===== config.mk =====
export PLATFORM = sky130hd
export DESIGN_NAME = gpio_paged_regs
export DESIGN_NICKNAME = d
export VERILOG_FILES = /design/src/rtl/gpio_pg_pkg.sv /design/src/rtl/gpio_rst_sync.sv /design/src/rtl/gpio_in_sync.sv /design/src/rtl/gpio_port_bank.sv /design/src/rtl/gpio_paged_bank.sv /design/src/rtl/gpio_paged_regs.sv
export SDC_FILE = /design/constraint.sdc
export NUM_CORES = 1
export LEC_CHECK = 0
export BUFFER_PORTS_ARGS = -buffer_cell sky130_fd_sc_hd__buf_4
export CORE_MARGIN = 5
export CORE_UTILIZATION = 40
export DETAILED_ROUTE_END_ITERATION = 7
export PLACE_DENSITY = 0.67
export SLEW_MARGIN = 10
export SYNTH_ARGS = -nofsm -noshare
export SYNTH_HDL_FRONTEND = slang
export SYNTH_SLANG_ARGS = --single-unit

===== constraint.sdc =====
create_clock -name clk -period 8.8 [get_ports clk]
set_input_delay 0.88 -clock clk [delete_from_list [all_inputs] [get_ports clk]]
set_output_delay 0.88 -clock clk [all_outputs]
set_load 0.1 [all_outputs]

===== src/rtl/gpio_pg_pkg.sv =====
package gpio_pg_pkg;
  localparam int BYTE_W    = 8;
  localparam int ADDR_W    = 4;
  localparam int NUM_PORT  = 6;
  localparam int BANK_LEN  = 3;
  localparam int NUM_BANK  = 3;
  localparam int PAGE_W    = 2;
  localparam int LINES     = NUM_PORT * BYTE_W;

  localparam logic [ADDR_W-1:0] OFF_PEND = ADDR_W'(6);
  localparam logic [ADDR_W-1:0] OFF_CTRL = ADDR_W'(7);
  localparam logic [ADDR_W-1:0] OFF_WIN  = ADDR_W'(8);

  typedef enum logic [PAGE_W-1:0] {
    PG_NONE = 2'd0,
    PG_POL  = 2'd1,
    PG_ENA  = 2'd2,
    PG_ID   = 2'd3
  } page_e;

  typedef struct packed {
    logic [PAGE_W-1:0]   page;
    logic [NUM_PORT-1:0] lock;
  } ctrl_t;
endpackage


===== src/rtl/gpio_rst_sync.sv =====
module gpio_rst_sync (
  input  logic clk,
  input  logic rst_n,
  output logic rst_sn
);
  logic s1_q, s2_q;

  always_ff @(posedge clk or negedge rst_n) begin
    if (!rst_n) begin
      s1_q <= 1'b0;
      s2_q <= 1'b0;
    end else begin
      s1_q <= 1'b1;
      s2_q <= s1_q;
    end
  end

  assign rst_sn = s2_q;
endmodule


===== src/rtl/gpio_in_sync.sv =====
module gpio_in_sync #(
  parameter int WIDTH = 48
) (
  input  logic             clk,
  input  logic             rst_sn,
  input  logic [WIDTH-1:0] d,
  output logic [WIDTH-1:0] q
);
  logic [WIDTH-1:0] st1_q, st2_q;

  always_ff @(posedge clk or negedge rst_sn) begin
    if (!rst_sn) begin
      st1_q <= '0;
      st2_q <= '0;
    end else begin
      st1_q <= d;
      st2_q <= st1_q;
    end
  end

  assign q = st2_q;

  // second stage follows the first one cycle later
  a_r3_two_stage: assert property (@(posedge clk) disable iff (!rst_sn)
    1'b1 |=> (st2_q == $past(st1_q)));
endmodule


===== src/rtl/gpio_port_bank.sv =====
module gpio_port_bank
  import gpio_pg_pkg::*;
#(
  parameter int NP = NUM_PORT,
  parameter int W  = BYTE_W
) (
  input  logic          clk,
  input  logic          rst_sn,
  input  logic [NP-1:0] wr_sel,
  input  logic [NP-1:0] lock,
  input  logic [W-1:0]  wdata,
  output logic [NP*W-1:0] q
);
  logic [NP*W-1:0] q_r, q_nx;
  logic [NP-1:0]   en;

  always_comb begin
    q_nx = q_r;
    for (int k = 0; k < NP; k++) begin
      en[k] = wr_sel[k] & ~lock[k];
      if (en[k]) q_nx[k*W +: W] = wdata;
    end
  end

  always_ff @(posedge clk or negedge rst_sn) begin
    if (!rst_sn) q_r <= '0;
    else if (|en) q_r <= q_nx;
  end

  assign q = q_r;

  for (genvar g = 0; g < NP; g++) begin : g_chk
    // locked port holds its value
    a_r5_lock_hold: assert property (@(posedge clk) disable iff (!rst_sn)
      (wr_sel[g] && lock[g]) |=> $stable(q_r[g*W +: W]));
    // unlocked write lands in the addressed byte
    a_r2_write_lands: assert property (@(posedge clk) disable iff (!rst_sn)
      (wr_sel[g] && !lock[g]) |=> (q_r[g*W +: W] == $past(wdata)));
  end
endmodule


===== src/rtl/gpio_paged_bank.sv =====
module gpio_paged_bank
  import gpio_pg_pkg::*;
#(
  parameter int NB  = NUM_BANK,
  parameter int LEN = BANK_LEN,
  parameter int W   = BYTE_W
) (
  input  logic              clk,
  input  logic              rst_sn,
  input  logic              wr,
  input  logic [PAGE_W-1:0] page,
  input  logic [1:0]        idx,
  input  logic [W-1:0]      wdata,
  output logic [NB*LEN*W-1:0] store
);
  localparam int TOT = NB * LEN;

  logic [TOT*W-1:0] st_r, st_nx;
  logic [TOT-1:0]   hit;

  always_comb begin
    st_nx = st_r;
    for (int b = 0; b < NB; b++) begin
      for (int i = 0; i < LEN; i++) begin
        hit[b*LEN+i] = wr && (int'(page) == b + 1) && (int'(idx) == i);
        if (hit[b*LEN+i]) st_nx[(b*LEN+i)*W +: W] = wdata;
      end
    end
  end

  always_ff @(posedge clk or negedge rst_sn) begin
    if (!rst_sn) st_r <= '0;
    else if (|hit) st_r <= st_nx;
  end

  assign store = st_r;

  // page 0 writes reach no bank
  a_r7_page0_inert: assert property (@(posedge clk) disable iff (!rst_sn)
    (wr && page == PG_NONE) |=> $stable(st_r));
  // at most one bank byte written per cycle
  a_r6_single_hit: assert property (@(posedge clk) disable iff (!rst_sn)
    $onehot0(hit));
endmodule


===== src/rtl/gpio_paged_regs.sv =====
module gpio_paged_regs
  import gpio_pg_pkg::*;
(
  input  logic              clk,
  input  logic              rst_n,
  input  logic [ADDR_W-1:0] bus_addr,
  input  logic [BYTE_W-1:0] bus_wdata,
  input  logic              bus_wr,
  input  logic              bus_rd,
  output logic [BYTE_W-1:0] bus_rdata,
  output logic [LINES-1:0]  pin_oe,
  input  logic [LINES-1:0]  pin_in
);
  localparam int BANK_BITS = NUM_BANK * BANK_LEN * BYTE_W;

  logic                  rst_sn;
  logic [LINES-1:0]      pin_s;
  logic [LINES-1:0]      port_q;
  logic [BANK_BITS-1:0]  bank_q;
  logic [NUM_PORT-1:0]   port_wr;
  logic                  win_hit;
  logic                  win_wr;
  logic [1:0]            win_idx;
  ctrl_t                 ctrl_r, ctrl_nx;
  logic                  ctrl_en;
  logic [BYTE_W-1:0]     pend;
  logic [BYTE_W-1:0]     rd_mux;

  gpio_rst_sync u_rst (
    .clk    (clk),
    .rst_n  (rst_n),
    .rst_sn (rst_sn)
  );

  gpio_in_sync #(.WIDTH(LINES)) u_sync (
    .clk    (clk),
    .rst_sn (rst_sn),
    .d      (pin_in),
    .q      (pin_s)
  );

  // write decode
  always_comb begin
    for (int k = 0; k < NUM_PORT; k++)
      port_wr[k] = bus_wr && (bus_addr == ADDR_W'(k));
    win_hit = (bus_addr >= OFF_WIN) && (bus_addr < OFF_WIN + ADDR_W'(BANK_LEN));
    win_idx = 2'(bus_addr - OFF_WIN);
    win_wr  = bus_wr && win_hit;
    ctrl_en = bus_wr && (bus_addr == OFF_CTRL);
    ctrl_nx = ctrl_t'(bus_wdata);
  end

  always_ff @(posedge clk or negedge rst_sn) begin
    if (!rst_sn) ctrl_r <= '0;
    else if (ctrl_en) ctrl_r <= ctrl_nx;
  end

  gpio_port_bank u_ports (
    .clk    (clk),
    .rst_sn (rst_sn),
    .wr_sel (port_wr),
    .lock   (ctrl_r.lock),
    .wdata  (bus_wdata),
    .q      (port_q)
  );

  gpio_paged_bank u_banks (
    .clk    (clk),
    .rst_sn (rst_sn),
    .wr     (win_wr),
    .page   (ctrl_r.page),
    .idx    (win_idx),
    .wdata  (bus_wdata),
    .store  (bank_q)
  );

  assign pin_oe = port_q;

  // pending summary: one bit per identification byte
  localparam int ID_BASE = (int'(PG_ID) - 1) * BANK_LEN;
  always_comb begin
    pend = '0;
    for (int j = 0; j < BANK_LEN; j++)
      pend[j] = |bank_q[(ID_BASE + j)*BYTE_W +: BYTE_W];
  end

  // read mux
  always_comb begin
    rd_mux = '0;
    if (bus_addr < ADDR_W'(NUM_PORT)) begin
      for (int k = 0; k < NUM_PORT; k++)
        if (bus_addr == ADDR_W'(k)) rd_mux = ~pin_s[k*BYTE_W +: BYTE_W];
    end else if (bus_addr == OFF_PEND) begin
      rd_mux = pend;
    end else if (bus_addr == OFF_CTRL) begin
      rd_mux = BYTE_W'(ctrl_r);
    end else if (win_hit && ctrl_r.page != PG_NONE) begin
      for (int b = 0; b < NUM_BANK; b++)
        for (int i = 0; i < BANK_LEN; i++)
          if (int'(ctrl_r.page) == b + 1 && int'(win_idx) == i)
            rd_mux = bank_q[(b*BANK_LEN + i)*BYTE_W +: BYTE_W];
    end
  end

  assign bus_rdata = bus_rd ? rd_mux : '0;

  // idle bus reads zero
  a_r10_idle_zero: assert property (@(posedge clk) disable iff (!rst_sn)
    !bus_rd |-> (bus_rdata == '0));
  // unmapped upper offsets read zero
  a_r7_unmapped_zero: assert property (@(posedge clk) disable iff (!rst_sn)
    (bus_rd && bus_addr > OFF_WIN + ADDR_W'(BANK_LEN - 1)) |-> (bus_rdata == '0));
  // pending byte upper bits are zero
  a_r9_pend_upper: assert property (@(posedge clk) disable iff (!rst_sn)
    (bus_rd && bus_addr == OFF_PEND) |-> (bus_rdata[BYTE_W-1:BANK_LEN] == '0));
  // control byte holds between writes
  a_r4_ctrl_hold: assert property (@(posedge clk) disable iff (!rst_sn)
    !(bus_wr && bus_addr == OFF_CTRL) |=> $stable(ctrl_r));
endmodule


Word-level counts from Yosys, hierarchy flattened --
Index checks and enable logic that the tools add are counted.
Word-level totals: flip-flop bits (word level) 226, input port bits 64, output and inout port bits 56, word-level logic and storage cells 129
Operators by class: add/sub/neg operators 1, magnitude comparators 3, equality and inequality tests 12, mux-type cells 20, bitwise logic cells 18, reductions and logical operators 54
Operators with widths (number):
- $mux 8 | 20
- $not 8->8 | 6
- $logic_and 1x1->1 | 31
- $reduce_and 2->1 | 15
- $reduce_or 8->1 | 3
- $eq 4x3->1 const B | 4
- $reduce_or 9->1 | 1
- $eq 2x2->1 const B | 4
- $eq 4x2->1 const B | 2
- $and 1x1->1 | 6
- $not 1->1 | 6
- $reduce_or 6->1 | 1
- $eq 4x1->1 const B | 1
- $ge 4x4->1 const B | 1
- $logic_not 4->1 | 1
- $lt 4x3->1 const B | 1
- $lt 4x4->1 const B | 1
- $eq 2x1->1 const B | 1
- $logic_not 2->1 | 1
- $reduce_bool 2->1 | 1
- $sub 2x1->2 const B | 1

Depth between registers and ports, before layout --
word-level depth 17, mapped depth 8, mapped depth without buffers 5

By module --
Synthesis repeated with hierarchy kept, for this count alone.
Unflattened totals: cell total of the unflattened synthesis 651, area, all modules 9265.1 µm²
By module, submodules not included:
- gpio_paged_bank | instances 1, cells an instance 163, area each 2772.7 µm², sequential area each 1801.7 µm²
- gpio_in_sync | instances 1, cells an instance 96, area each 2402.3 µm², sequential area each 2402.3 µm²
- gpio_port_bank | instances 1, cells an instance 108, area each 2072.0 µm², sequential area each 1201.2 µm²
- gpio_paged_regs | instances 1, cells an instance 281, area each 1964.4 µm², sequential area each 200.2 µm²
- gpio_rst_sync | instances 1, cells an instance 3, area each 53.8 µm², sequential area each 50.0 µm²

Worst setup path after synthesis --
Ideal clock, no wire load.
path type input port to output port, from input bus_addr[0], to output bus_rdata[1], arrival 3335 ps, required time 7920 ps, setup slack 4585 ps, stages on the path 7, buffers on the path 3, cell sequence buf_4 buf_6 buf_4 mux2i_1 a311oi_1 o21ai_0 o221ai_1
On the way: longest elaborated chain between the ends 17, elaborated cells between the ends (all ways) 46, classes of those cells 1 x add/sub; 3 x order compare; 9 x eq/ne; 20 x mux; 13 x reduce/logical
RTL lines:
- start: declaration | RTL line gpio_paged_regs.sv:6 | input logic [ADDR_W-1:0] bus_addr,
- $sub 2x1->2 | RTL line gpio_paged_regs.sv:47 | win_idx = 2'(bus_addr - OFF_WIN);
- $logic_not 2->1 | RTL line gpio_paged_regs.sv:100 | if (int'(ctrl_r.page) == b + 1 && int'(win_idx) == i)
- $logic_and 1x1->1 | RTL line gpio_paged_regs.sv:100
- $mux 8 (9 in series) | RTL line gpio_paged_regs.sv:100
- $mux 8 | RTL line gpio_paged_regs.sv:97 | end else if (win_hit && ctrl_r.page != PG_NONE) begin
- $mux 8 | RTL line gpio_paged_regs.sv:95 | end else if (bus_addr == OFF_CTRL) begin
- $mux 8 | RTL line gpio_paged_regs.sv:93 | end else if (bus_addr == OFF_PEND) begin
- $mux 8 * | RTL line gpio_paged_regs.sv:90 | if (bus_addr < ADDR_W'(NUM_PORT)) begin
- $mux 8 * | RTL line gpio_paged_regs.sv:105 | assign bus_rdata = bus_rd ? rd_mux : '0;
- end: declaration | RTL line gpio_paged_regs.sv:10 | output logic [BYTE_W-1:0] bus_rdata,
Every way passes the cells marked *; elsewhere a longest branch is shown, timed or not.

Worst setup path after layout --
from input bus_addr[0], to output bus_rdata[0]
The elaborated chain is that of the path after synthesis.

==> run_results.csv <==
group,metric,value,unit
synthesis,async_flop_share,100.0,%
timing,hold_viol,0,
timing,finalCriticalPeriod,4.127,ns
clocking,path_clk_slew,0.06,ns
route,vias_per_cell,5.382,
critical_path,r2r_cells,3,
floorplanning,coreArea,22500,sq um
timing,worst_slew_pin_slew,1.017,ns
route,route.met2.wl,9.490,mm
route,drc,0,
floorplanning,start_util,40.42,%
pwr,leakage,5.091,nW
worst_hold_path,hold_path_class,"in2async",
route,wl_met1,9.688,mm
timing,relSlewSlack,32.19,%
timing,min_period_over_period,46.90,%
critical_path,crit_top_cell,"buf_4",
grt,grt_pass1_vias,5998,
synthesis,synth_cell_types,59,
floorplanning,ios,120,
clocking,ctsLongestPathBuffers,3,
clocking,holdBufCountCts,0,
floorplanning,die_area,25860,sq um
critical_path,cp_num_buf_inv,2,
route,antenna_left,0,
grt,grt_pass1_wl,33.84,mm
place,dpl.hpwl,14.37,mm
synthesis,ys.flop_type,"dfrtp_1",
timing,finalSetupViolations,0,
clocking,tritoncts,"done",
grt,grt_max_degree,87,
critical_path,cp-end-kind,"output port",
route,drt_wl_total,21.52,mm
timing,max_clock_freq,242.3,MHz
cells_and_area,final_nets,842,
cells_and_area,diodes,0,
clocking,clock_insertion_delay_worst_skew,0.52,ns
synthesis,synth_area_per_cell,13.54,sq um
timing,fin_hold_ws,0.1267,ns
synthesis,ys_seq_area_share,62.17,%
synthesis,syn_nets,736,
critical_path,startpoint,"bus_addr[0]",
synthesis,netlist_area,9096,sq um
synthesis,ys_ff_latch,226,
pwr,irDropWorstVdd,0.1591,mV
clocking,cts-root-buf,"clkbuf_16",
timing,finClkSkew,0.01728,ns
cells_and_area,drive_gt1_share,39.87,%
grt,grt_usage,16.40,%
cells_and_area,area_growth,20.32,%
status,outcome,"complete, no violations",
critical_path,start_kind,"primary input",
critical_path,critPathKind,"in2out",
synthesis,ys_warn_count,0,
critical_path,cp_top_family,"compound AO/OA/AOI/OAI gates",
flow_run,max_cap_violations,0,
clocking,post_cts_buffers,0,
route,drtPass1Iterations,5,
clocking,numCtsBuffers,24,
timing,tns,0,ns
timing,slew_violations,0,
critical_path,critPathMaxStageDelay,0.63,ns
clocking,htree_levels,1,
critical_path,critPathMaxFanout,56,
grt,grt.overflow.total,0,
critical_path,r2r_slack,6.30,ns
cells_and_area,final_cell_mix,"dfrtp_1, buf_4, mux2_2, nor2_1, a21oi_1",
place,gp_congestion,0.9162,
place,port_buffers,119,
route,dr.max_layer_used,"met4",
pwr,powerDensity,290.5,nW/um^2
critical_path,cpMaxStageDelayCell,"and2b_1",
critical_path,timing.rr.end,"u_banks.store[65]",
clocking,cts.sinks,226,
route,dr_wl_met3,1.520,mm
critical_path,cp_cell_sequence,"buf_4, and2b_1, a21oi_1, o221ai_1, o211ai_1, a221oi_2, buf_4",
critical_path,required,7.92,ns
critical_path,timing.rr.start,"ctrl_r[7]",
timing,rsz0062_at_grt,"no",
clocking,post_cts_resized,0,
critical_path,arrival,3.25,ns
route,drtIter0Drc,382,
floorplanning,die_h,160.8,microns
grt,antenna_found_initial,0,
floorplanning,die_width,160.8,microns
synthesis,postSynthCellCount,672,
route,routedWlPerCell,19.93,microns
cells_and_area,layout_commonest_cell,"dfrtp_1",
synthesis,synth_edf_count,0,
route,num_vias,5813,
floorplanning,rows,55,
through the flow:
| step | total power [W] | cell area [sq um] | setup slack, ns | std cells | util (%) |
|---|---|---|---|---|---|
| 6_report | 0.003179 | 10940 | 4.673 | 1080 | 48.64 |
| 5_1_grt | 0.003302 | 10940 | 4.593 | 1080 | 48.64 |
| 4_1_cts | 0.003211 | 10940 | 4.730 | 1080 | 48.64 |
| 3_5_place_dp | 0.002179 | 10130 | 4.745 | 1037 | 45.01 |
| 3_3_place_gp | 0.002167 | 10130 | 4.758 | 1037 | 45.01 |
| 2_1_floorplan | 0.001965 | 9096 | 2.036 | 672 | - |
registers in the layout, indices dropped and copies added (netlist names):
register / count
ctrl_r: 8
u_rst.rst_sn: 1
u_sync.st1_q: 48
u_ports.q: 48
u_rst.s1_q: 1
u_sync.q: 48
u_banks.store: 72
power breakdown:
part	leakage (nW)	internal [W]	switching, W	total (W)
sequential	2.80	0.00119	0.0000965	0.00129
combinational	1.89	0.000250	0.000620	0.000870
clock	0.405	0.000616	0.000406	0.00102
total	5.09	0.00206	0.00112	0.00318
area by class of cell:
cell class,count,area (sq um)
clock buffers,29,649.4
inverters,19,71.32
clock inverters,14,166.4
flip-flops and latches,226,5659
well taps,285,356.6
repair buffers,123,923.4
multi-input cells,384,3118
fillers,1976,11560
how the worst max path moves through the flow:
stage / slack (ns) / to / cells after the start
after floorplan: 2.04 / ctrl_r[0] / 0
after global placement: 4.76 / bus_rdata[0] / 7
after detailed placement: 4.74 / bus_rdata[0] / 7
after CTS: 4.73 / bus_rdata[0] / 7
after global routing: 4.59 / bus_rdata[0] / 7
final: 4.67 / bus_rdata[0] / 7
synthesized netlist by cell type (2+ instances only):
cell | count | area share, %
dfrtp_1 | 226 | 62
mux2_2 | 114 | 14
nor2_1 | 34 | 1.4
a21oi_1 | 27 | 1.5
nand2_1 | 25 | 1.0
o21ai_0 | 22 | 1.2
inv_1 | 17 | 0.70
mux2_4 | 16 | 2.6
buf_2 | 15 | 0.83
clkbuf_1 | 15 | 0.62
o22ai_1 | 13 | 0.89
mux2i_1 | 12 | 1.3
nand2b_1 | 9 | 0.62
nor3_1 | 9 | 0.50
nor2_2 | 8 | 0.55
a31oi_1 | 7 | 0.48
buf_6 | 7 | 0.87
nor4_1 | 7 | 0.48
a221oi_1 | 6 | 0.58
nor2b_1 | 6 | 0.41
a2bb2oi_1 | 5 | 0.48
buf_4 | 5 | 0.41
o221ai_1 | 5 | 0.48
o32ai_1 | 5 | 0.48
a22oi_1 | 4 | 0.33
o221a_2 | 4 | 0.50
o22a_1 | 4 | 0.39
a21o_1 | 3 | 0.25
nand4_1 | 3 | 0.21
a2111oi_2 | 2 | 0.33
a21boi_0 | 2 | 0.17
a311oi_1 | 2 | 0.19
and2b_1 | 2 | 0.17
and3_1 | 2 | 0.14
clkinv_1 | 2 | 0.083
nand3_1 | 2 | 0.11
o31ai_1 | 2 | 0.17
or4_1 | 2 | 0.17
worst register-to-register path: stages, from the launching register on:
cell and delay (ns):
dfrtp_1 0.89, nand4b_1 0.43, nor2b_1 0.65, mux2_2 0.42
cell families (layout without fill, tap and decap cells):
logic type | after synthesis | count (layout) | share of synthesized area [%]
compound gates | 122 | 122 | 9.326
flops | 226 | 226 | 62.17
other cells | 1 | 1 | 0.04123
mux | 142 | 142 | 18.07
simple gates | 119 | 119 | 6.836
buf+inv | 62 | 185 | 3.549
routing by layer:
metal	track usage [%]	vias to the layer above
li1	-	2635
met4	5.545	0
met3	3.593	56
met2	25.31	244
met1	23.06	2878
met5	0.7576	-
Note: power is estimated with default switching activity, not from simulation.
